**src/rtl/uart_tx_pkg.sv**
```systemverilog
package uart_tx_pkg;
    typedef enum logic [2:0] {
        ST_IDLE,
        ST_START,
        ST_DATA,
        ST_PARITY,
        ST_STOP1,
        ST_STOP2
    } tx_state_e;
endpackage

```
**src/rtl/tx_holdbuf.sv**
```systemverilog
module tx_holdbuf #(
    parameter int DW = 8
) (
    input  logic          clk,
    input  logic          rst_n,
    input  logic          wr_data,
    input  logic [DW-1:0] wr_byte,
    input  logic          cfg_en,
    input  logic          load,
    output logic          buf_full,
    output logic [DW-1:0] buf_byte
);
    logic accept;

    // A write is taken only into an empty buffer, and only while enabled.
    assign accept = wr_data && cfg_en && !buf_full;

    always_ff @(posedge clk or negedge rst_n) begin
        if (!rst_n) begin
            buf_full <= 1'b0;
            buf_byte <= '0;
        end else if (accept) begin
            buf_full <= 1'b1;
            buf_byte <= wr_byte;
        end else if (load) begin
            buf_full <= 1'b0;
        end
    end
endmodule

```
**src/rtl/tx_shifter.sv**
```systemverilog
module tx_shifter
    import uart_tx_pkg::*;
#(
    parameter int DW    = 8,
    parameter int LEN_W = 2
) (
    input  logic             clk,
    input  logic             rst_n,
    input  logic             baud_tick,
    input  logic             buf_full,
    input  logic [DW-1:0]    buf_byte,
    input  logic [LEN_W-1:0] cfg_bits,
    input  logic [1:0]       cfg_parity,
    input  logic             cfg_stop2,
    output logic             load,
    output logic             frame_done,
    output logic             busy,
    output logic             txd
);
    localparam int CNT_W    = $clog2(DW);
    localparam int MIN_BITS = DW - (1 << LEN_W) + 1;

    tx_state_e         state, state_n;
    logic [DW-1:0]     sh;
    logic [CNT_W-1:0]  cnt, last_q, last_n;
    logic              par_on_q, par_q, par_n, stop2_q;

    assign frame_done = baud_tick &&
                        ((state == ST_STOP1 && !stop2_q) || state == ST_STOP2);
    assign load       = buf_full && (state == ST_IDLE || frame_done);
    assign busy       = (state != ST_IDLE);
    assign last_n     = CNT_W'(MIN_BITS - 1) + CNT_W'(cfg_bits);

    // Parity over the data bits actually sent, inverted for odd mode.
    always_comb begin
        par_n = cfg_parity[0];
        for (int i = 0; i < DW; i++) begin
            if (CNT_W'(i) <= last_n) par_n = par_n ^ buf_byte[i];
        end
    end

    always_comb begin
        state_n = state;
        unique case (state)
            ST_IDLE:   if (buf_full) state_n = ST_START;
            ST_START:  if (baud_tick) state_n = ST_DATA;
            ST_DATA:   if (baud_tick && cnt == last_q)
                           state_n = par_on_q ? ST_PARITY : ST_STOP1;
            ST_PARITY: if (baud_tick) state_n = ST_STOP1;
            ST_STOP1:  if (baud_tick)
                           state_n = stop2_q ? ST_STOP2 :
                                     (buf_full ? ST_START : ST_IDLE);
            ST_STOP2:  if (baud_tick)
                           state_n = buf_full ? ST_START : ST_IDLE;
            default:   state_n = ST_IDLE;
        endcase
    end

    always_ff @(posedge clk or negedge rst_n) begin
        if (!rst_n) state <= ST_IDLE;
        else        state <= state_n;
    end

    always_ff @(posedge clk or negedge rst_n) begin
        if (!rst_n) begin
            sh       <= '0;
            cnt      <= '0;
            last_q   <= '0;
            par_on_q <= 1'b0;
            par_q    <= 1'b0;
            stop2_q  <= 1'b0;
        end else if (load) begin
            sh       <= buf_byte;
            cnt      <= '0;
            last_q   <= last_n;
            par_on_q <= cfg_parity[1];
            par_q    <= par_n;
            stop2_q  <= cfg_stop2;
        end else if (baud_tick && state == ST_DATA) begin
            sh  <= sh >> 1;
            cnt <= cnt + 1'b1;
        end
    end

    always_comb begin
        unique case (state)
            ST_START:  txd = 1'b0;
            ST_DATA:   txd = sh[0];
            ST_PARITY: txd = par_q;
            default:   txd = 1'b1;
        endcase
    end
endmodule

```
**src/rtl/tx_txcflag.sv**
```systemverilog
module tx_txcflag (
    input  logic clk,
    input  logic rst_n,
    input  logic frame_done,
    input  logic buf_full,
    input  logic txc_clr,
    input  logic txc_ack,
    input  logic txc_ie,
    input  logic gie,
    output logic txc_flag,
    output logic txc_irq
);
    logic set_evt;

    assign set_evt = frame_done && !buf_full;

    // A set in the same cycle as a clear takes priority.
    always_ff @(posedge clk or negedge rst_n) begin
        if (!rst_n)                  txc_flag <= 1'b0;
        else if (set_evt)            txc_flag <= 1'b1;
        else if (txc_clr || txc_ack) txc_flag <= 1'b0;
    end

    assign txc_irq = txc_flag && txc_ie && gie;
endmodule

```
**src/rtl/uart_tx_dbuf.sv**
```systemverilog
module uart_tx_dbuf #(
    parameter int DW    = 8,
    parameter int LEN_W = 2
) (
    input  logic             clk,
    input  logic             rst_n,
    input  logic             baud_tick,
    input  logic             cfg_en,
    input  logic [LEN_W-1:0] cfg_bits,
    input  logic [1:0]       cfg_parity,
    input  logic             cfg_stop2,
    input  logic             wr_data,
    input  logic [DW-1:0]    wr_byte,
    input  logic             txc_clr,
    input  logic             txc_ack,
    input  logic             txc_ie,
    input  logic             gie,
    output logic             txd,
    output logic             txd_oe,
    output logic             buf_empty,
    output logic             txc_flag,
    output logic             txc_irq
);
    logic          buf_full, load, frame_done, busy, tx_on;
    logic [DW-1:0] buf_byte;

    tx_holdbuf #(.DW(DW)) i_buf (
        .clk(clk), .rst_n(rst_n), .wr_data(wr_data), .wr_byte(wr_byte),
        .cfg_en(cfg_en), .load(load), .buf_full(buf_full), .buf_byte(buf_byte)
    );

    tx_shifter #(.DW(DW), .LEN_W(LEN_W)) i_shift (
        .clk(clk), .rst_n(rst_n), .baud_tick(baud_tick), .buf_full(buf_full),
        .buf_byte(buf_byte), .cfg_bits(cfg_bits), .cfg_parity(cfg_parity),
        .cfg_stop2(cfg_stop2), .load(load), .frame_done(frame_done),
        .busy(busy), .txd(txd)
    );

    tx_txcflag i_flag (
        .clk(clk), .rst_n(rst_n), .frame_done(frame_done), .buf_full(buf_full),
        .txc_clr(txc_clr), .txc_ack(txc_ack), .txc_ie(txc_ie), .gie(gie),
        .txc_flag(txc_flag), .txc_irq(txc_irq)
    );

    // Disable is deferred until nothing is queued or in flight.
    always_ff @(posedge clk or negedge rst_n) begin
        if (!rst_n) tx_on <= 1'b0;
        else        tx_on <= cfg_en || (tx_on && (buf_full || busy));
    end

    assign txd_oe    = tx_on;
    assign buf_empty = !buf_full;
endmodule

```
**config.mk**
```make
export PLATFORM = sky130hd
export DESIGN_NAME = uart_tx_dbuf
export DESIGN_NICKNAME = d
export VERILOG_FILES = /design/src/rtl/uart_tx_pkg.sv /design/src/rtl/tx_holdbuf.sv /design/src/rtl/tx_shifter.sv /design/src/rtl/tx_txcflag.sv /design/src/rtl/uart_tx_dbuf.sv
export SDC_FILE = /design/constraint.sdc
export NUM_CORES = 1
export LEC_CHECK = 0
export ABC_CLOCK_PERIOD_IN_PS = 1900
export BUFFER_PORTS_ARGS = -buffer_cell sky130_fd_sc_hd__clkbuf_2
export CAP_MARGIN = 40
export CORE_MARGIN = 2
export CORE_UTILIZATION = 46
export CTS_CLUSTER_SIZE = 24
export DETAILED_ROUTE_END_ITERATION = 10
export PLACE_DENSITY = 0.78
export SYNTH_ARGS = -nofsm -noshare
export SYNTH_HDL_FRONTEND = slang
export SYNTH_SLANG_ARGS = --single-unit
```
**constraint.sdc**
```tcl
create_clock -name clk -period 1.9 [get_ports clk]
set_input_delay 0.38 -clock clk [delete_from_list [all_inputs] [get_ports clk]]
set_output_delay 0.38 -clock clk [all_outputs]
set_load 0.01 [all_outputs]
```
==> results.txt, run 1 <==
Worst path slowest cell - dfrtp_1
Inst Count DP - 199
Die X - 64.0 um
Largest net degree at the start of global routing - 32
Post-DRT Antenna Nets - 0
Sequential share of the synthesized area - 0.468
Bufs and invs on worst path - 2
WP data arrival - 1.46 ns
Startpoint types - flip-flop
Final-report hold violation count - 0
Global placement routability congestion - 0.860
Grt met2 use - 0.254
Crit path max fanout - 7
Post-Syn Area per Cell - 12.9 um2
Syn_nets - 152
Crit-path cells - buf_6 > nand2_1 > a22oi_1 > or2_2 > clkbuf_2
Insertion delay to the later sink of the worst-skew pair - 0.33 ns
Seq cells post-synth - 31
Global route hottest layer - met2
Final #Nets - 185
Num CTS Buffers - 5
Synthesis-to-layout area growth - 18.0%
Worst slew pin tran - 0.776 ns
Clock Tree Root - clkbuf_4
Final setup viols - 0
Layout Utilization - 0.577
Vias - 1115
Initial core utilization - 0.489
Status - finished clean
Ys flop type - dfrtp_1
Worst clock skew - 0.0114 ns
Routed WL - 2820 um
Leak Pwr - 0.000898 uW
Worst path required time - 1.52 ns
First-pass GRT wire length - 4930 um
Async set or reset register ratio after synthesis - 1.00
Vias per inst - 5.33
GRT Overall Usage - 0.160
Yosys warns - 0
Commonest non-fill, non-tap cell in the layout - dfrtp_1
CTS tree - yes
Max Slew Vio Count - 0
Hold crit path type - primary input to async pin
1st-iter DRT viols - 101
I/O Pins - 27
Core ar. - 3390 um2
FMAX - 542 MHz
Slew Limit Headroom - 0.483
Hold Slack - 0.0975 ns
Die ar. - 4100 um2
Share of cells above drive strength 1 - 0.460
Port bufs - 26
Critical path type - flip-flop to output port
TritonRoute pass-1 iters - 4
Total gr overflow - 0
EDFF count, synth - 0
Clock sink total - 31
Cells after Synth - 129
Max-Cap Viols - 0
VDD IR-drop max - 0.00111 V
RSZ-0062 raised after global routing - false
Final non-filler cell total - 209
Ant diodes - 0
Initial antenna violation count - 0
# H-tree levels - 2
Cell family with most CP delay - flip-flops
Mapped Area - 1660 um2
Max stage delay on crit path - 0.43 ns
Met3 usage - 0.0511
CP Capture Type - output port
Final Cycle Share - 0.970
DRC errors left - 0
Clk buf depth - 2
HPWL after DPL - 2100 um
PwrDens - 1780 nW/um2
DR WL/cell - 13.5 um
Vias in the first global route - 1090
Most frequent cells in the layout - dfrtp_1, clkbuf_2, mux2_2, xnor2_1, nand2_1
Count of cell types in the netlist - 44
Met1 GRT Util - 0.197
Period minus WS final - 1.84 ns
Cell Rows - 21
Clock transition at the registers of the reported paths - 0.10 ns
Die Ht - 64.0 um
Setup_tns - 0 ns
[path summary, 6_finish.rpt]
path,to,slack (ns),cells after the start,from
worst min register to register,txd_oe,0.48,1,txd_oe
worst max-delay path,txd,0.06,5,i_shift.state[1]
worst min-delay path,i_shift.state[1],0.1,1,rst_n
worst max register to register,i_shift.state[0],0.24,5,i_shift.state[1]
max in group asynchronous,i_shift.state[0],1.26,1,rst_n
min in group clk,txd_oe,0.25,2,cfg_en
[final cells by class]
type,count,area [um2]
clock buffer,5,37.5
clock inverter,3,67.6
fill,291,1430
inverter,5,18.8
multi-input combinational,88,817
sequential,31,777
tap,46,57.6
timing repair buffer,31,181
[metal layers]
| layer | up-vias | wire length (um) |
|---|---|---|
| li1 | 529 | - |
| met1 | 530 | 1180 |
| met2 | 48 | 1360 |
| met3 | 8 | 211 |
| met4 | 0 | 59 |
| met5 | - | 0 |
[synth_stat cells (2+ instances only)]
cell      count  share of area
dfrtp_1      31           0.47
mux2_2       22           0.15
xnor2_1       8          0.042
nand2_1       6          0.014
inv_1         5          0.011
mux2_4        5          0.045
nor2_1        5          0.011
nand3_1       3         0.0091
a22oi_1       2         0.0091
a311oi_1      2          0.011
buf_4         2         0.0091
mux2i_1       2          0.012
nor2b_1       2         0.0075
o21ai_0       2         0.0060
or2_2         2         0.0075
xor2_1        2          0.011
[per-stage QoR]
step                      power [uW]  instance area [um2]  setup WS (ns)
after detailed placement        2840                 1830          0.161
after CTS                       3490                 1940         0.0185
after global routing            3750                 1960        0.00637
final                           3480                 1960         0.0566
after global placement          2770                 1830          0.229
after floorplan                 2510                 1660          0.306
[worst reg2reg max path: cells and delay by family (launching register included)]
kind | cells | cell delay [ns]
simple gates | 1 | 0.52
flops | 1 | 0.43
compound gates | 3 | 0.45
buf+inv | 1 | 0.15
[power breakdown]
| part | switching [uW] | internal [uW] | leakage [uW] |
|---|---|---|---|
| sequential | 281 | 970 | 0.000370 |
| clock | 231 | 409 | 0.0000514 |
| combinational | 615 | 976 | 0.000476 |
| total | 1130 | 2360 | 0.000898 |
[logic make-up after synthesis]
family,Yosys count,share of synthesized area
mux,29,0.207
buf+inv,10,0.0392
flops,31,0.468
xor+xnor,11,0.0664
fa+ha+maj,1,0.00755
simple gates,30,0.127
compound gates,17,0.0853
[registers in the layout, summed over array words and instances, names as in the netlist]
register	cells
i_shift.par_q	1
i_shift.par_on_q	1
i_shift.last_q	3
i_shift.cnt	3
txd_oe	1
i_buf.buf_full	1
i_shift.state	3
i_flag.txc_flag	1
i_buf.buf_byte	8
i_shift.sh	8
i_shift.stop2_q	1
[timing repair]
item | in CTS | in global routing
buffers inserted | 0 | 2
hold buffers | 0 | 0
setup endpoints to repair | 1 | 1
resized for setup | 1 | 1
Note: power is estimated with default switching activity, not from simulation.
==> run 2, diff against run 1 <==
--- a/config.mk
+++ b/config.mk
@@ -8,6 +8,7 @@
 export ABC_CLOCK_PERIOD_IN_PS = 1900
 export BUFFER_PORTS_ARGS = -buffer_cell sky130_fd_sc_hd__clkbuf_2
 export CAP_MARGIN = 40
+export CORE_ASPECT_RATIO = 0.7
 export CORE_MARGIN = 2
 export CORE_UTILIZATION = 46
 export CTS_CLUSTER_SIZE = 24
==> results.txt, run 2 (synthesis gave the netlist of run 1 again) <==
Filler cells - 298 (+2.4%)
Cell Rows - 18 (-14%)
Max Slew Vio Count - 0 (unchanged)
Worst path required time - 1.52 ns (about the same)
# H-tree levels - 2 (unchanged)
RSZ-0062 raised after global routing - false
Final #Nets - 183 (-1.1%)
DRC errors left - 0 (unchanged)
Commonest non-fill, non-tap cell in the layout - dfrtp_1
CP Capture Type - output port
Die X - 75.8 um (+18%)
Vias - 1117 (+0.18%)
Register share of total power - 0.380 (+0.021)
Critical path type - flip-flop to output port
Num CTS Buffers - 5 (unchanged)
I/O Pins - 27 (unchanged)
Setup_tns - 0 ns (unchanged)
Clk buf depth - 2 (unchanged)
VDD IR-drop max - 0.000820 V (-26%)
Startpoint types - flip-flop
Hold crit path type - primary input to async pin
Final-report hold violation count - 0 (unchanged)
Insertion delay to the later sink of the worst-skew pair - 0.29 ns (-0.04 ns)
Worst clock skew - 0.00645 ns (-0.00497 ns)
Leak Pwr - 0.000883 uW (-1.7%)
Largest regs - i_buf.buf_byte (8), i_shift.sh (8)
Routed WL - 3100 um (+10%)
Total gr overflow - 0 (unchanged)
Port bufs - 26 (unchanged)
HPWL after DPL - 2220 um (+5.5%)
Worst slew pin tran - 0.778 ns (+0.00183 ns)
PwrDens - 1730 nW/um2 (-2.7%)
Core ar. - 3490 um2 (+3.0%)
CTS tree - yes
TritonRoute pass-1 iters - 4 (unchanged)
Die ar. - 4110 um2 (+0.18%)
Ant diodes - 0 (unchanged)
Sw Pwr - 1160 uW (+3.0%)
Crit path max fanout - 11 (+4)
Clock Tree Root - clkbuf_8
GRT Overall Usage - 0.171 (+0.0104)
DR WL/cell - 14.7 um (+9.1%)
Clock Power Share - 0.152 (-0.032)
Die Ht - 54.2 um (-15%)
Post-DRT Antenna Nets - 0 (unchanged)
Final setup viols - 0 (unchanged)
Clock sink total - 31 (unchanged)
Status - finished clean
P_int - 2170 uW (-7.7%)
Hold bufs inserted after CTS - 0 (unchanged)
First-pass GRT wire length - 5050 um (+2.4%)
Worst R2R Path Depth - 5 (unchanged)
Global placement routability congestion - 0.940 (+9.3%)
FMAX - 552 MHz (+1.7%)
Comb power frac - 0.467 (+0.010)
WP data arrival - 1.43 ns (-0.03 ns)
Placed Area - 1830 um2 (-0.14%)
Final Cycle Share - 0.954 (-0.0167)
Switching part of the total power - 0.348 (+0.0245)
Largest net degree at the start of global routing - 32 (unchanged)
Synthesis-to-layout area growth - 16.2%
Share of cells above drive strength 1 - 0.460 (-0.000495)
1st-iter DRT viols - 91 (-9.9%)
Initial core utilization - 0.475 (-0.0142)
Fin area - 1930 um2 (-1.6%)
Vias in the first global route - 1092 (+0.18%)
Initial antenna violation count - 0 (unchanged)
Period minus WS final - 1.81 ns (-0.0317 ns)
Slew Limit Headroom - 0.481 (-0.00122)
Most frequent cells in the layout - dfrtp_1, clkbuf_2, mux2_2, xnor2_1, nand2_1
Clock transition at the registers of the reported paths - 0.07 ns (-0.03 ns)
Max-Cap Viols - 0 (unchanged)
Vias per inst - 5.29 (-0.77%)
-- run 2: cell count changes in the layout (fill, tap and decap cells not counted), sizes merged --
cell | before | now
buf | 4 | 3
bufinv | 2 | 0
clkinv | 0 | 3
clkinvlp | 1 | 0
clkbuf | 32 | 31
-- run 2: power by group through the flow --
stage / Sequential [uW] / Clock (uW) / Combinational (uW)
finish: 1270 / 507 / 1560
global route: 1320 / 550 / 1680
CTS: 1280 / 523 / 1540
detailed placement: 1290 / 0 / 1530
global placement: 1260 / 0 / 1480
floorplan: 1180 / 0 / 1330
-- run 2: per-layer routing --
metal / GRT usage / share of wire / vias to the layer above
li1: - / - / 532
met1: 0.226 / 0.46 / 557
met2: 0.264 / 0.49 / 21
met3: 0.0442 / 0.037 / 7
met4: 0.0789 / 0.015 / 0
met5: 0 / 0 / -
-- run 2: per-stage QoR --
stage	power, uW	hold WS, ns	worst slack (ns)	cells	utilization
2_1_floorplan	2510	0.0844	0.306	129	-
3_3_place_gp	2740	0.468	0.246	202	0.525
4_1_cts	3340	0.191	0.0101	210	0.549
5_1_grt	3550	0.229	0.0430	211	0.552
6_report	3330	0.161	0.0883	211	0.552
3_5_place_dp	2820	0.477	0.185	202	0.525
-- run 2: area by class of cell --
class,count,area [um2],share of cell area
Inverter,5,18.8,0.00975
Clock inverter,3,15.0,0.00780
Clock buffer,5,68.8,0.0357
Tap cell,50,62.6,0.0325
Multi-Input combinational cell,88,817,0.424
Timing Repair Buffer,29,165,0.0858
Sequential cell,31,778,0.404
-- run 2: critical path: stages, from the launching register on --
cell and delay (ns):
dfrtp_2 0.40, buf_4 0.18, nand2_1 0.07, a22oi_1 0.07, or2_2 0.28, clkbuf_2 0.13
-- run 2: what timing repair did --
action,4_1_cts,5_1_grt
gates resized for setup,0,2
buffers inserted,0,1
setup endpoints to repair,0,1
-- run 2: path summary, 6_finish.rpt --
kind | slack [ns] | end | startpoint
setup / recovery | 0.09 | txd | i_shift.state[1]
max in group asynchronous | 1.20 | i_shift.state[1] | rst_n
min in group clk | 0.30 | txd_oe | cfg_en
hold / removal | 0.16 | i_shift.last_q[2] | rst_n
setup reg to reg | 0.22 | i_shift.state[0] | i_shift.state[1]
hold reg to reg | 0.49 | i_shift.last_q[2] | i_shift.last_q[2]
==> run 3, diff against run 2 <==
--- a/config.mk
+++ b/config.mk
@@ -13,7 +13,8 @@
 export CORE_UTILIZATION = 46
 export CTS_CLUSTER_SIZE = 24
 export DETAILED_ROUTE_END_ITERATION = 10
-export PLACE_DENSITY = 0.78
+export PLACE_DENSITY = 0.72
+export REMOVE_ABC_BUFFERS = 1
 export SYNTH_ARGS = -nofsm -noshare
 export SYNTH_HDL_FRONTEND = slang
 export SYNTH_SLANG_ARGS = --single-unit
==> results.txt, run 3 (synthesis gave the netlist of run 1 again) <==
Status - finished clean
Layout Utilization - 0.552 (about the same)
Max-Cap Viols - 0 (unchanged)
Clk buf depth - 2 (unchanged)
VDD IR-drop max - 0.000680 V (-17%)
WP data arrival - 1.42 ns (about the same)
Fin area - 1930 um2 (about the same)
DR WL/cell - 14.1 um (-4.3%)
Vias - 1072 (-4.0%)
# H-tree levels - 2 (unchanged)
Worst slew pin tran - 0.775 ns (-0.00315 ns)
Final-report hold violation count - 0 (unchanged)
Critical path type - flip-flop to output port
Cell Rows - 18 (unchanged)
Share of cells above drive strength 1 - 0.447 (-0.0131)
Num CTS Buffers - 5 (unchanged)
Placed Area - 1820 um2 (-0.41%)
Final setup viols - 0 (unchanged)
Insertion delay to the later sink of the worst-skew pair - 0.28 ns (about the same)
Crit path max fanout - 10 (-1)
Ant diodes - 0 (unchanged)
Initial antenna violation count - 0 (unchanged)
Die Ht - 54.2 um (unchanged)
Routed WL - 2940 um (-5.2%)
Total gr overflow - 0 (unchanged)
Inst Count DP - 201 (-0.50%)
Register share of total power - 0.392 (+0.012)
Post-DRT Antenna Nets - 0 (unchanged)
RSZ-0062 raised after global routing - false
Hold crit path type - primary input to async pin
Clock Tree Root - clkbuf_8
Worst clock skew - 0.00833 ns (+0.00189 ns)
Slew Limit Headroom - 0.484 (+0.00210)
FMAX - 557 MHz (+0.85%)
1st-iter DRT viols - 124 (+36%)
Clock Power Share - 0.169 (+0.017)
Clock transition at the registers of the reported paths - 0.07 ns (about the same)
First-pass GRT wire length - 5170 um (+2.3%)
Sw Pwr - 1110 uW (-4.0%)
Leak Pwr - 0.000877 uW (-0.69%)
Die X - 75.8 um (unchanged)
Synthesis-to-layout area growth - 16.2% (about the same)
Die ar. - 4110 um2 (unchanged)
Commonest non-fill, non-tap cell in the layout - dfrtp_1
DRC errors left - 0 (unchanged)
TritonRoute pass-1 iters - 4 (unchanged)
Port bufs - 26 (unchanged)
Hold Slack - 0.166 ns (+0.00504 ns)
Comb power frac - 0.440 (-0.027)
Largest regs - i_buf.buf_byte (8), i_shift.sh (8)
Worst path required time - 1.52 ns (about the same)
I/O Pins - 27 (unchanged)
Final non-filler cell total - 209 (-0.95%)
GRT Overall Usage - 0.178 (+0.00685)
Vias per inst - 5.13 (-3.1%)
Initial core utilization - 0.475 (unchanged)
HPWL after DPL - 2120 um (-4.2%)
Startpoint types - flip-flop
P_int - 2230 uW (+2.5%)
Period minus WS final - 1.80 ns (-0.0153 ns)
Clock sink total - 31 (unchanged)
CP Capture Type - output port
Final #Nets - 181 (-1.1%)
Core ar. - 3490 um2 (unchanged)
Final Cycle Share - 0.945 (-0.00806)
CTS tree - yes
Most frequent cells in the layout - dfrtp_1, clkbuf_2, mux2_2, xnor2_1, clkbuf_8
Setup_tns - 0 ns (unchanged)
Vias in the first global route - 1073 (-1.7%)
Largest net degree at the start of global routing - 32 (unchanged)
Global placement routability congestion - 0.903 (-3.9%)
Switching part of the total power - 0.333 (-0.0146)
Max Slew Vio Count - 0 (unchanged)
PwrDens - 1730 nW/um2 (+0.17%)
-- run 3: layer usage --
| metal | share of wire | routed length [um] | global-route usage | vias to the layer above |
|---|---|---|---|---|
| met3 | 0.044 | 129 | 0.0497 | 6 |
| met4 | 0.024 | 72 | 0.0877 | 0 |
| met1 | 0.49 | 1440 | 0.239 | 516 |
| li1 | - | - | - | 520 |
| met5 | 0 | 0 | 0 | - |
| met2 | 0.44 | 1300 | 0.264 | 30 |
-- run 3: timing repair --
action | CTS | global route
setup endpoints to repair | 1 | 1
hold buffers | 0 | 0
gates resized for setup | 1 | 1
buffers inserted | 0 | 0
-- run 3: worst max-delay path, stage by stage (launching register included) --
cell,delay [ns]
dfrtp_2,0.50
nor2_1,0.14
a22oi_1,0.08
or2_2,0.29
clkbuf_2,0.13
-- run 3: final cells by class --
cell class	count	area (um2)
multi-input cells	88	817
flip-flops and latches	31	778
clock buffers	8	100
repair buffers	27	150
inverters	5	18.8
well taps	50	62.6
fillers	308	1560
-- run 3: final timing paths --
kind | endpoint | cells after the start | start | slack (ns)
min in group clk | txd_oe | 2 | cfg_en | 0.30
worst max-delay path | txd | 4 | i_shift.state[0] | 0.10
worst min register to register | i_shift.last_q[2] | 1 | i_shift.last_q[2] | 0.49
worst max register to register | i_shift.state[0] | 4 | i_shift.state[1] | 0.22
worst min-delay path | i_shift.sh[0] | 1 | rst_n | 0.17
max in group asynchronous | i_shift.state[1] | 1 | rst_n | 1.20
-- run 3: power groups by stage --
stage / clock (uW) / combinational, uW / sequential, uW
after detailed placement: 0 / 1480 / 1320
after CTS: 578 / 1490 / 1310
after global routing: 613 / 1630 / 1360
final: 563 / 1470 / 1310
after floorplan: 0 / 1210 / 1230
after global placement: 0 / 1430 / 1300
-- run 3: per-stage QoR --
stage | setup WS, ns | power [uW]
floorplan | 0.0338 | 2440
global placement | 0.152 | 2720
detailed placement | 0.150 | 2800
CTS | 0.0207 | 3380
global route | 0.0119 | 3610
finish | 0.104 | 3340
